## src/rtl/canfd_txring_pkg.sv

```systemverilog
package canfd_txring_pkg;
  localparam int WORD_W     = 64;
  localparam int MAX_WORDS  = 8;
  localparam int DESC_BYTES = 16;
  localparam int ID_W       = 29;

  typedef struct packed {
    logic load;     // copy read pointer into fetch cursor
    logic step;     // advance fetch cursor by one word
    logic capHdr;   // capture header fields
    logic capPay;   // capture one payload word
    logic advance;  // frame accepted, move read pointer
  } ctrlStrobe_t;

  typedef enum logic [2:0] {
    ST_IDLE, ST_HDR_REQ, ST_HDR_WAIT, ST_CHECK,
    ST_PAY_REQ, ST_PAY_WAIT, ST_PRESENT
  } rdState_t;

  function automatic logic [6:0] dlcToLen(input logic [3:0] dlc, input logic fd);
    logic [6:0] len;
    if (dlc <= 4'd8)   len = {3'b000, dlc};
    else if (!fd)      len = 7'd8;
    else begin
      case (dlc)
        4'd9:    len = 7'd12;
        4'd10:   len = 7'd16;
        4'd11:   len = 7'd20;
        4'd12:   len = 7'd24;
        4'd13:   len = 7'd32;
        4'd14:   len = 7'd48;
        default: len = 7'd64;
      endcase
    end
    return len;
  endfunction
endpackage

```

## src/rtl/canfd_txring_ctrl.sv

```systemverilog
module canfd_txring_ctrl
  import canfd_txring_pkg::*;
(
  input  logic        clk,
  input  logic        rstN,
  input  logic        enable,
  input  logic        ringEmpty,
  input  logic        payDone,
  input  logic        memRvalid,
  input  logic        frmReady,
  output ctrlStrobe_t strobe,
  output logic        memReq,
  output logic        frmValid
);
  rdState_t state, stateNext;

  always_ff @(posedge clk or negedge rstN) begin
    if (!rstN) state <= ST_IDLE;
    else       state <= stateNext;
  end

  always_comb begin
    stateNext = state;
    strobe    = '0;
    memReq    = 1'b0;
    frmValid  = 1'b0;
    unique case (state)
      ST_IDLE: begin
        if (enable && !ringEmpty) begin
          strobe.load = 1'b1;
          stateNext   = ST_HDR_REQ;
        end
      end
      ST_HDR_REQ: begin
        memReq      = 1'b1;
        strobe.step = 1'b1;
        stateNext   = ST_HDR_WAIT;
      end
      ST_HDR_WAIT: begin
        if (memRvalid) begin
          strobe.capHdr = 1'b1;
          stateNext     = ST_CHECK;
        end
      end
      ST_CHECK: begin
        stateNext = payDone ? ST_PRESENT : ST_PAY_REQ;
      end
      ST_PAY_REQ: begin
        memReq      = 1'b1;
        strobe.step = 1'b1;
        stateNext   = ST_PAY_WAIT;
      end
      ST_PAY_WAIT: begin
        if (memRvalid) begin
          strobe.capPay = 1'b1;
          stateNext     = ST_CHECK;
        end
      end
      ST_PRESENT: begin
        frmValid = 1'b1;
        if (frmReady) begin
          strobe.advance = 1'b1;
          stateNext      = ST_IDLE;
        end
      end
      default: stateNext = ST_IDLE;
    endcase
  end
endmodule

```

## src/rtl/canfd_txring_dpath.sv

```systemverilog
module canfd_txring_dpath
  import canfd_txring_pkg::*;
#(
  parameter int PTR_W = 16
) (
  input  logic                        clk,
  input  logic                        rstN,
  input  ctrlStrobe_t                 strobe,
  input  logic [PTR_W-1:0]            ringSize,
  input  logic [PTR_W-1:0]            writePtr,
  input  logic [WORD_W-1:0]           memRdata,
  output logic                        ringEmpty,
  output logic                        payDone,
  output logic [PTR_W-1:0]            memAddr,
  output logic [PTR_W-1:0]            readPtr,
  output logic                        frmExt,
  output logic                        frmRtr,
  output logic                        frmFd,
  output logic                        frmBrs,
  output logic [ID_W-1:0]             frmId,
  output logic [3:0]                  frmDlc,
  output logic [6:0]                  frmLen,
  output logic [WORD_W*MAX_WORDS-1:0] frmData
);
  localparam int SUM_W = PTR_W + 1;
  localparam int IDX_W = $clog2(MAX_WORDS) + 1;

  logic [PTR_W-1:0]  cursor, rdPtr;
  logic              hdrExt, hdrRtr, hdrFd, hdrBrs;
  logic [ID_W-1:0]   hdrId;
  logic [3:0]        hdrDlc;
  logic [IDX_W-1:0]  wIdx;
  logic [WORD_W-1:0] payload [MAX_WORDS];

  logic [6:0]        lenBytes;
  logic [7:0]        lenRound;
  logic [IDX_W-1:0]  numWords;
  logic [2:0]        descCount;
  logic [SUM_W-1:0]  cursorSum, ptrSum, sizeExt;
  logic [PTR_W-1:0]  cursorNext, ptrNext;

  assign sizeExt   = {1'b0, ringSize};
  assign lenBytes  = dlcToLen(hdrDlc, hdrFd);
  assign lenRound  = {1'b0, lenBytes} + 8'd7;
  assign numWords  = lenRound[3 +: IDX_W];
  assign descCount = hdrFd ? (3'd1 + lenRound[6:4]) : 3'd1;

  // cursor step: next 8-byte word, wrapping to offset zero at the ring end
  assign cursorSum  = {1'b0, cursor} + SUM_W'(8);
  assign cursorNext = (cursorSum >= sizeExt) ? '0 : cursorSum[PTR_W-1:0];

  // read pointer advance by whole descriptors, wrapped by subtracting the size
  assign ptrSum  = {1'b0, rdPtr} + SUM_W'({descCount, 4'b0000});
  always_comb begin
    if (ptrSum >= sizeExt) ptrNext = PTR_W'(ptrSum - sizeExt);
    else                   ptrNext = ptrSum[PTR_W-1:0];
  end

  always_ff @(posedge clk or negedge rstN) begin
    if (!rstN) begin
      rdPtr  <= '0;
      cursor <= '0;
    end else begin
      if (strobe.load)         cursor <= rdPtr;
      else if (strobe.step)    cursor <= cursorNext;
      if (strobe.advance)      rdPtr  <= ptrNext;
    end
  end

  always_ff @(posedge clk or negedge rstN) begin
    if (!rstN) begin
      hdrExt <= 1'b0;
      hdrRtr <= 1'b0;
      hdrFd  <= 1'b0;
      hdrBrs <= 1'b0;
      hdrId  <= '0;
      hdrDlc <= '0;
      wIdx   <= '0;
    end else if (strobe.capHdr) begin
      hdrExt <= memRdata[31];
      hdrRtr <= memRdata[30];
      hdrId  <= memRdata[31] ? memRdata[28:0] : {18'd0, memRdata[28:18]};
      hdrDlc <= memRdata[63:60];
      hdrBrs <= memRdata[58];
      hdrFd  <= memRdata[57];
      wIdx   <= '0;
    end else if (strobe.capPay) begin
      wIdx   <= wIdx + 1'b1;
    end
  end

  generate
    for (genvar w = 0; w < MAX_WORDS; w++) begin : g_word
      always_ff @(posedge clk or negedge rstN) begin
        if (!rstN)                                         payload[w] <= '0;
        else if (strobe.capHdr)                            payload[w] <= '0;
        else if (strobe.capPay && wIdx == IDX_W'(w))       payload[w] <= memRdata;
      end
      assign frmData[WORD_W*w +: WORD_W] = payload[w];
    end
  endgenerate

  assign ringEmpty = (rdPtr == writePtr);
  assign payDone   = (wIdx == numWords);
  assign memAddr   = cursor;
  assign readPtr   = rdPtr;
  assign frmExt    = hdrExt;
  assign frmRtr    = hdrRtr;
  assign frmFd     = hdrFd;
  assign frmBrs    = hdrBrs;
  assign frmId     = hdrId;
  assign frmDlc    = hdrDlc;
  assign frmLen    = lenBytes;
endmodule

```

## src/rtl/canfd_txring_reader.sv

```systemverilog
module canfd_txring_reader
  import canfd_txring_pkg::*;
#(
  parameter int PTR_W = 16
) (
  input  logic                        clk,
  input  logic                        rstN,
  input  logic                        enable,
  input  logic [PTR_W-1:0]            ringSize,
  input  logic [PTR_W-1:0]            writePtr,
  output logic [PTR_W-1:0]            readPtr,
  output logic                        memReq,
  output logic [PTR_W-1:0]            memAddr,
  input  logic                        memRvalid,
  input  logic [WORD_W-1:0]           memRdata,
  output logic                        frmValid,
  input  logic                        frmReady,
  output logic                        frmExt,
  output logic                        frmRtr,
  output logic                        frmFd,
  output logic                        frmBrs,
  output logic [ID_W-1:0]             frmId,
  output logic [3:0]                  frmDlc,
  output logic [6:0]                  frmLen,
  output logic [WORD_W*MAX_WORDS-1:0] frmData
);
  ctrlStrobe_t strobe;
  logic        ringEmpty, payDone;

  canfd_txring_ctrl u_ctrl (
    .clk(clk), .rstN(rstN), .enable(enable), .ringEmpty(ringEmpty),
    .payDone(payDone), .memRvalid(memRvalid), .frmReady(frmReady),
    .strobe(strobe), .memReq(memReq), .frmValid(frmValid)
  );

  canfd_txring_dpath #(.PTR_W(PTR_W)) u_dpath (
    .clk(clk), .rstN(rstN), .strobe(strobe), .ringSize(ringSize),
    .writePtr(writePtr), .memRdata(memRdata), .ringEmpty(ringEmpty),
    .payDone(payDone), .memAddr(memAddr), .readPtr(readPtr),
    .frmExt(frmExt), .frmRtr(frmRtr), .frmFd(frmFd), .frmBrs(frmBrs),
    .frmId(frmId), .frmDlc(frmDlc), .frmLen(frmLen), .frmData(frmData)
  );
endmodule

```

## config.mk

```make
export PLATFORM = sky130hd
export DESIGN_NAME = canfd_txring_reader
export DESIGN_NICKNAME = d
export VERILOG_FILES = /design/src/rtl/canfd_txring_pkg.sv /design/src/rtl/canfd_txring_ctrl.sv /design/src/rtl/canfd_txring_dpath.sv /design/src/rtl/canfd_txring_reader.sv
export SDC_FILE = /design/constraint.sdc
export NUM_CORES = 1
export LEC_CHECK = 0
export CAP_MARGIN = 20
export CORE_AREA = 3 3 266 268
export DETAILED_ROUTE_END_ITERATION = 12
export DIE_AREA = 0 0 269 271
export MAX_ROUTING_LAYER = met4
export PLACE_DENSITY_LB_ADDON = 0.2
export SETUP_SLACK_MARGIN = 0.4
export SLEW_MARGIN = 20
export SYNTH_ARGS = -nofsm -noshare
export SYNTH_HDL_FRONTEND = slang
export SYNTH_HIERARCHICAL = 1
export SYNTH_SLANG_ARGS = --single-unit
```

## constraint.sdc

```tcl
create_clock -name clk -period 5.1 [get_ports clk]
set_input_delay 1.53 -clock clk [delete_from_list [all_inputs] [get_ports clk]]
set_output_delay 1.53 -clock clk [all_outputs]
set_load 0.02 [all_outputs]
```

; After elaboration in Yosys (flattened, before gate mapping)
; Cells that the tools add are included.
[totals]
reg_bits = 588
inputBits = 101
out_inout_bits = 590
word_cells = 117
[op_classes]
add_sub_neg = 6
n_lt_le_gt_ge = 3
eq_ne = 24
n_mux = 41
reduce_logical = 25
[op_table]
columns = operator, n
row1 = two-way mux 64 bit, 16
row2 = two-way mux 16 bit, 4
row3 = case mux 7 bit (6 select lines), 1
row4 = >= comparator 17 x 16 -> 1 bit, 2
row5 = two-way mux 29 bit, 1
row6 = equality test 4 bit (second input constant), 6
row7 = nonzero test 2 bit, 10
row8 = case mux 3 bit (6 select lines), 1
row9 = adder 16 x 4 -> 17 bit (second input constant), 1
row10 = adder 16 x 7 -> 17 bit, 1
row11 = equality test 16 bit, 1
row12 = equality test 4 x 3 -> 1 bit (second input constant), 4
row13 = subtractor 16 bit, 1
row14 = two-way mux 7 bit, 2
row15 = two-way mux 3 bit, 4
row16 = equality test 3 bit (second input constant), 3
row17 = logical AND 1 bit, 9
row18 = two-way mux 1 bit, 9
row19 = equality test 4 x 2 -> 1 bit (second input constant), 2
row20 = two-way mux 4 bit, 2
row21 = adder 7 x 3 -> 7 bit (second input constant), 1
row22 = equality test 3 x 2 -> 1 bit (second input constant), 2
row23 = adder 4 x 1 -> 4 bit (second input constant), 1
row24 = equality test 4 x 1 -> 1 bit (second input constant), 1
row25 = 12 further kinds, 14

; Depth between registers and ports, before layout
[depth]
ltp_word = 10
ltp_mapped = 24
depth_no_buf = 22

; Hierarchy
; Netlist, hierarchy kept.
[by_module_without_submodules]
columns = module, instances, cells_each, area_each_um2, seq_area_each_um2
row1 = canfd_txring_dpath, 1, 2892, 25545.8, 14639.0
row2 = canfd_txring_ctrl, 1, 26, 262.8, 75.1

; Worst setup path before layout
; OpenSTA, ideal clock, no wires.
[synth_path]
path_type = register to register
startpoint = reg u_dpath.hdrDlc[3] (netlist: u_dpath/frmDlc[3])
endpoint = reg u_dpath.rdPtr[12] (netlist: u_dpath/readPtr[12])
setup_time_ns = 0.143
t_arrival_ns = 4.339
required_time_ns = 4.957
path_slack_ns = 0.618
stages_incl_launch_ff = 20
path_buffers = 2
period_less_slack_ns = 4.482
path_cell_list = dfrtp_1 clkbuf_1 nand3_1 nor2_1 xor2_1 and2_1 ha_1 nor2b_1 o2111ai_2 nor2_1 nand3_1 xnor2_1 ha_1 nand3_1 or4b_1 and2_4 nand2b_4 buf_6 mux2i_1 a22oi_1
[synth_between]
elab_chain_len = 10
elab_cells_between_ends = 17
classes_between = add/sub: 4 / order compare: 2 / eq/ne: 6 / mux: 5
[synth_lines]
columns = element, line
row1 = start: declaration, canfd_txring_dpath.sv:31  ; logic [3:0] hdrDlc;
row2 = start signal: assignment, canfd_txring_dpath.sv:83  ; hdrDlc <= memRdata[63:60];
row3 = equality test 4 bit, canfd_txring_pkg.sv:25  ; case (dlc)
row4 = case mux 7 bit (6 select lines), canfd_txring_pkg.sv:25
row5 = two-way mux 7 bit, canfd_txring_pkg.sv:23  ; else if (!fd) len = 7'd8;
row6 = two-way mux 7 bit *, canfd_txring_pkg.sv:22  ; if (dlc <= 4'd8) len = {3'b000, dlc};
row7 = net frmLen[6], canfd_txring_reader.sv:24  ; output logic [6:0] frmLen,
row8 = adder 7 x 3 -> 7 bit *, canfd_txring_dpath.sv:44  ; assign lenRound = {1'b0, lenBytes} + 8'd7;
row9 = adder 1 x 3 -> 3 bit *, canfd_txring_dpath.sv:46  ; assign descCount = hdrFd ? (3'd1 + lenRound[6:4]) : 3'd1;
row10 = two-way mux 3 bit *, canfd_txring_dpath.sv:46
row11 = adder 16 x 7 -> 17 bit *, canfd_txring_dpath.sv:53  ; assign ptrSum = {1'b0, rdPtr} + SUM_W'({descCount, 4'b0000});
row12 = subtractor 16 bit / >= comparator 17 x 16 -> 1 bit (equally long branches), canfd_txring_dpath.sv:55  ; if (ptrSum >= sizeExt) ptrNext = PTR_W'(ptrSum - sizeExt);
row13 = two-way mux 16 bit *, canfd_txring_dpath.sv:55
row14 = end signal: assignment, canfd_txring_dpath.sv:66  ; if (strobe.advance) rdPtr <= ptrNext;
row15 = end: declaration, canfd_txring_dpath.sv:28  ; logic [PTR_W-1:0] cursor, rdPtr;
; The timed path passes the listed nets; every way through them passes the cells marked *.
; A chain may end at the register's enable or synchronous reset.

; Final worst setup path
[layout_path]
startpoint = reg u_dpath.hdrDlc[0] (netlist: u_dpath/frmDlc[0])
endpoint = reg u_dpath.rdPtr[11] (netlist: u_dpath/readPtr[11])
[layout_between]
elab_chain_len = 10
elab_cells_between_ends = 17
classes_between = add/sub: 4 / order compare: 2 / eq/ne: 6 / mux: 5
[layout_lines]
columns = element, line
row1 = equality test 4 bit, canfd_txring_pkg.sv:25
row2 = case mux 7 bit (6 select lines), canfd_txring_pkg.sv:25
row3 = two-way mux 7 bit, canfd_txring_pkg.sv:23
row4 = two-way mux 7 bit *, canfd_txring_pkg.sv:22
row5 = adder 7 x 3 -> 7 bit *, canfd_txring_dpath.sv:44
row6 = adder 1 x 3 -> 3 bit *, canfd_txring_dpath.sv:46
row7 = two-way mux 3 bit *, canfd_txring_dpath.sv:46
row8 = adder 16 x 7 -> 17 bit *, canfd_txring_dpath.sv:53
row9 = subtractor 16 bit / >= comparator 17 x 16 -> 1 bit (equally long branches), canfd_txring_dpath.sv:55
row10 = two-way mux 16 bit *, canfd_txring_dpath.sv:55
; Mark *: on every way between the ends. The rest lies on a longest branch, timed or not.

==> metrics list <==
- Result of the run: finished clean
- Count of max-cap constraint violations: 0
- Of the total synthesized cell area, the portion taken by XOR and XNOR cells is 0.01968.
- Cell accounting for the most synthesized area: dfrtp_1
- Of the total power, the share spent switching nets is 0.3792.
- Sequential group share of total power: 0.340
* Async set-or-reset flop fraction in the synthesized netlist: 1.000
* Period utilisation layout: 0.8841
- Dividing the detail-routed via count by the number of cells gives 5.223.
- For the final database, setup skew stands at 0.03237 ns.
* Post-detailed-placement cell area: 33460 um^2
* Placed wire-length estimate: 69780 um
- Critical path cell sequence: nand2_1 > nand3_1 > nor2_4 > ha_1 > xor2_1 > and2_1 > ha_1 > nor2b_4 > o2111ai_4 > xnor2_1 > ha_1 > a211oi_1 > o21bai_1 > a21o_1 > a21oi_1 > a21boi_4 > nand2b_4 > buf_4 > a311o_1
- Portion of netlist area occupied by mux cells: 0.009696
- Mean post-synth cell area: 8.845 um^2
* Clock root cell: clkbuf_16
- Biggest cell delay along the critical path: 0.48 ns
- After floorplanning, the core was sized to cover 68590 um^2.
- The number of global-route vias before repair came to 22680.
* Count of unresolved DRC violations after routing: 0
- In this run the worst hold path is classified as reg -> reg.
- TritonCTS built the clock tree.
* Register cell area after layout: 14720 um^2
* DIE AREA: 72900 um^2
* Depth of the CTS H-tree: 3
- DRT antenna net count: 0
- Detailed Route WL: 104700 um
- Most instantiated flip-flop cell in the synthesis netlist: dfrtp_1
- In this run the tightest slew margin relative to its limit is 0.2671.
- Internal power comes to 12.08 mW.
* Required @ worst endpoint: 5.57 ns
* Peak Freq: 0.2218 GHz
- The layout has 6304 filler cells.
* Critical Path End Type: flip-flop
* Maximum number of pins on one net before global-route repair: 140
- STA puts the critical path data arrival time at 4.98 ns.
- The share of total power dissipated in combinational logic is 0.398.
* Hold Fails Final Rpt: 0
- Synthesized area: 25810 um^2
* Crit path buffers/inverters: 1
- Synthesized netlist net count: 3062
- For this run the aggregate overflow at the end of global routing stands at 0.
* Number of library cell types mapped by synthesis: 73
- Of the total power, the clock network draws 0.261.
- Setup violations remaining at the end of the flow were counted as 0.
- Peak supply drop: 291.7 uV
- The multi-input combinational cells in the finished layout cover a total of 9958 um^2.
- Clock latency on the worst-skew pair: 0.61 ns
- Register bit total from synthesis: 588
- Area of all placed cells without fillers: 35950 um^2
- For this block, the via count after detailed routing is 23320.
* GRT Util Overall: 0.2906
* Time the worst path needs with I/O delays and setup: 4.509 ns
- Along the worst hold path, the cell count comes to 1.
- By startpoint and endpoint, the worst setup path is classified as reg -> reg.
* Die Span Y: 271 um
- DRC marker count from the first detailed-route iteration: 2227
* Number of antenna violations at the first check in global routing: 4
- Summed over all failing endpoints, the final setup total negative slack is 0 ns.
- Number of nets in the final layout: 3623
- Number of top-level design ports: 691
* Worst Max-Slew Pin Slew: 1.099 ns
- The die is 269 um wide.
- Count of warnings emitted by yosys: 6
- Ratio of cells with drive above 1 in the final layout: 0.06459
* Number of buffers on the longest clock path: 3
- In this design, the largest share of critical-path delay is due to compound AO/OA/AOI/OAI gates.
* Number of iterations in the first detailed-routing pass: 5
- For this run, the register share of the synthesized area comes to 0.5701.
- Maximum fanout count along the critical path: 9
* Wire length of the first global-routing pass: 154500 um
* CTS Sinks: 588
- By area the synthesized netlist is led by dfrtp_1 57%, nand2_1 16%, a21oi_1 11%.
* Post-Route Hold Slack: 0.5154 ns
- Dominant cell type by count on the critical path: ha_1
* Adder and majority cell fraction of the synthesized area: 0.02143
* Port-buffer cells: 690
* Dominant combinational cell family by area after synthesis: simple AND/OR/NAND/NOR gates
- Dominant cell by count in the synthesized netlist: nand2_1
* Clock transition at path regs: 0.06 ns
- Routability cong.: 0.9134
* Starting density of the core: 0.3763
- Synth Area in Simple Gates: 0.1907
* Stages on the worst setup path: 19
- After clock tree synthesis, the flow added hold-fix buffers numbering 0.
- The largest individual stage delay along the critical path comes from the cell dfrtp_2.
* Cell count after synthesis: 2918
- Num CTS Buffers: 67
* Worst-case reg-to-reg path depth: 19
- In this run, synthesis inferred 0 flip-flops with an integrated enable.
- By count the netlist is led by 1084 x nand2_1, 588 x dfrtp_1, 552 x a21oi_1.
- FP Rows: 96
- The setup check on the worst reg-to-reg path leaves a slack of 0.59 ns.
- Launching element type of the critical path: flip-flop
- Setup repair after global routing left no endpoint under its margin.
* Wire length per cell after detailed routing: 23.46 um
* Synth Area in Compound Gates: 0.1376
- Of the post-synthesis cell area, the dominant cell type holds 0.5701.
- Power spread over the standard cell area amounts to 541.4 nW/um^2.
- LEAKAGE: 15.31 nW
* Sw power: 7.382 mW
- Pins Over Slew Limit: 0
- Post-synthesis to final-layout area growth: 39.30%
==> timing repair <==
action,CTS,global route
buffers inserted,0,8
endpoints found under the setup margin,13,16
resized for setup,3,21
pin swaps,0,4
endpoints found under the hold margin,0,0
==> worst reg2reg max path, delay by kind of cell, from the launching register on <==
kind	cells	cell delay (ns)
AOI/OAI and AO/OA	7	1.53
and+or+nand+nor	6	1.05
adders and majority gates	3	0.90
DFF	1	0.48
xor gates and xnor gates	2	0.26
buffers and inverters	1	0.17
==> sequential cells by signal, indices dropped and copies added, names as in the netlist <==
signal	cells
u_ctrl/state	3
u_dpath/frmBrs	1
u_dpath/readPtr	16
u_dpath/frmId	29
u_dpath/frmExt	1
u_dpath/memAddr	16
u_dpath/frmFd	1
u_dpath/frmDlc	4
u_dpath/frmData	512
u_dpath/frmRtr	1
u_dpath/wIdx	4
==> cells by family after synthesis <==
kind of cell | after synthesis
DFF | 588
AOI/OAI and AO/OA | 658
and+or+nand+nor | 1236
xor gates and xnor gates | 58
buffers and inverters | 311
adders and majority gates | 43
muxes | 24
==> routing by layer <==
layer	vias to the layer above	share of wire	GRT usage
met5	-	0	-
met4	0	0.042	0.1165
met3	211	0.089	0.07730
met2	992	0.47	0.4453
met1	11540	0.40	0.3660
li1	10580	-	-
==> power groups by stage <==
| stage | Sequential (mW) | Combinational [mW] | Clock (mW) |
|---|---|---|---|
| 2_1_floorplan | 7.74 | 2.89 | 0 |
| 3_3_place_gp | 6.64 | 7.62 | 0 |
| 3_5_place_dp | 6.66 | 7.63 | 0 |
| 4_1_cts | 6.60 | 7.66 | 5.18 |
| 5_1_grt | 6.76 | 8.31 | 5.37 |
| 6_report | 6.63 | 7.75 | 5.08 |
==> path summary, 6_finish.rpt <==
kind / startpoint / to
max in group asynchronous: rstN / u_dpath/frmData[465]
min reg2reg: u_dpath/frmExt / u_dpath/frmExt
min: u_dpath/frmExt / u_dpath/frmExt
max: u_dpath/frmDlc[0] / u_dpath/readPtr[11]
max reg2reg: u_dpath/frmDlc[0] / u_dpath/readPtr[11]
min in group asynchronous: rstN / u_dpath/memAddr[3]
==> final cells by class <==
type,count,area share
well taps,931,0.03240
multi-input cells,2019,0.2770
inverters,56,0.005847
repair buffers,747,0.2104
diodes,3,0.0002088
clock buffers,92,0.05318
flip-flops and latches,588,0.4094
clock inverters,28,0.01155
==> cell usage in the layout, fill, tap and decap left out, types with 8 or more instances in the layout <==
cell type,synthesis,routed
nor2b_1,12,11
a31oi_1,8,8
nor2_1,44,39
a21o_1,8,8
dfrtp_1,588,584
inv_1,56,56
clkbuf_16,0,68
nand2_1,1084,1074
xnor2_1,46,45
buf_4,28,39
nand4_1,11,11
clkbuf_8,0,12
mux2i_1,16,16
clkbuf_1,176,12
nand3_1,21,21
ha_1,41,41
buf_12,0,18
mux2_2,8,8
nand2b_1,8,8
nand2_4,0,8
a21oi_1,552,551
o21ai_0,37,36
and2_4,1,9
clkinv_2,0,11
xor2_1,12,12
clkdlybuf4s50_1,0,689
and3_1,9,9
==> through the flow <==
stage	power (mW)	cells	utilization	worst slack, ns
floorplan	10.63	2918	-	0.6177
global placement	14.26	4333	0.4879	0.3494
detailed placement	14.29	4333	0.4879	0.2818
CTS	19.45	4453	0.5219	0.3919
global route	20.44	4464	0.5242	0.3538
finish	19.47	4464	0.5242	0.5911
(Power assumes the default switching activity.)
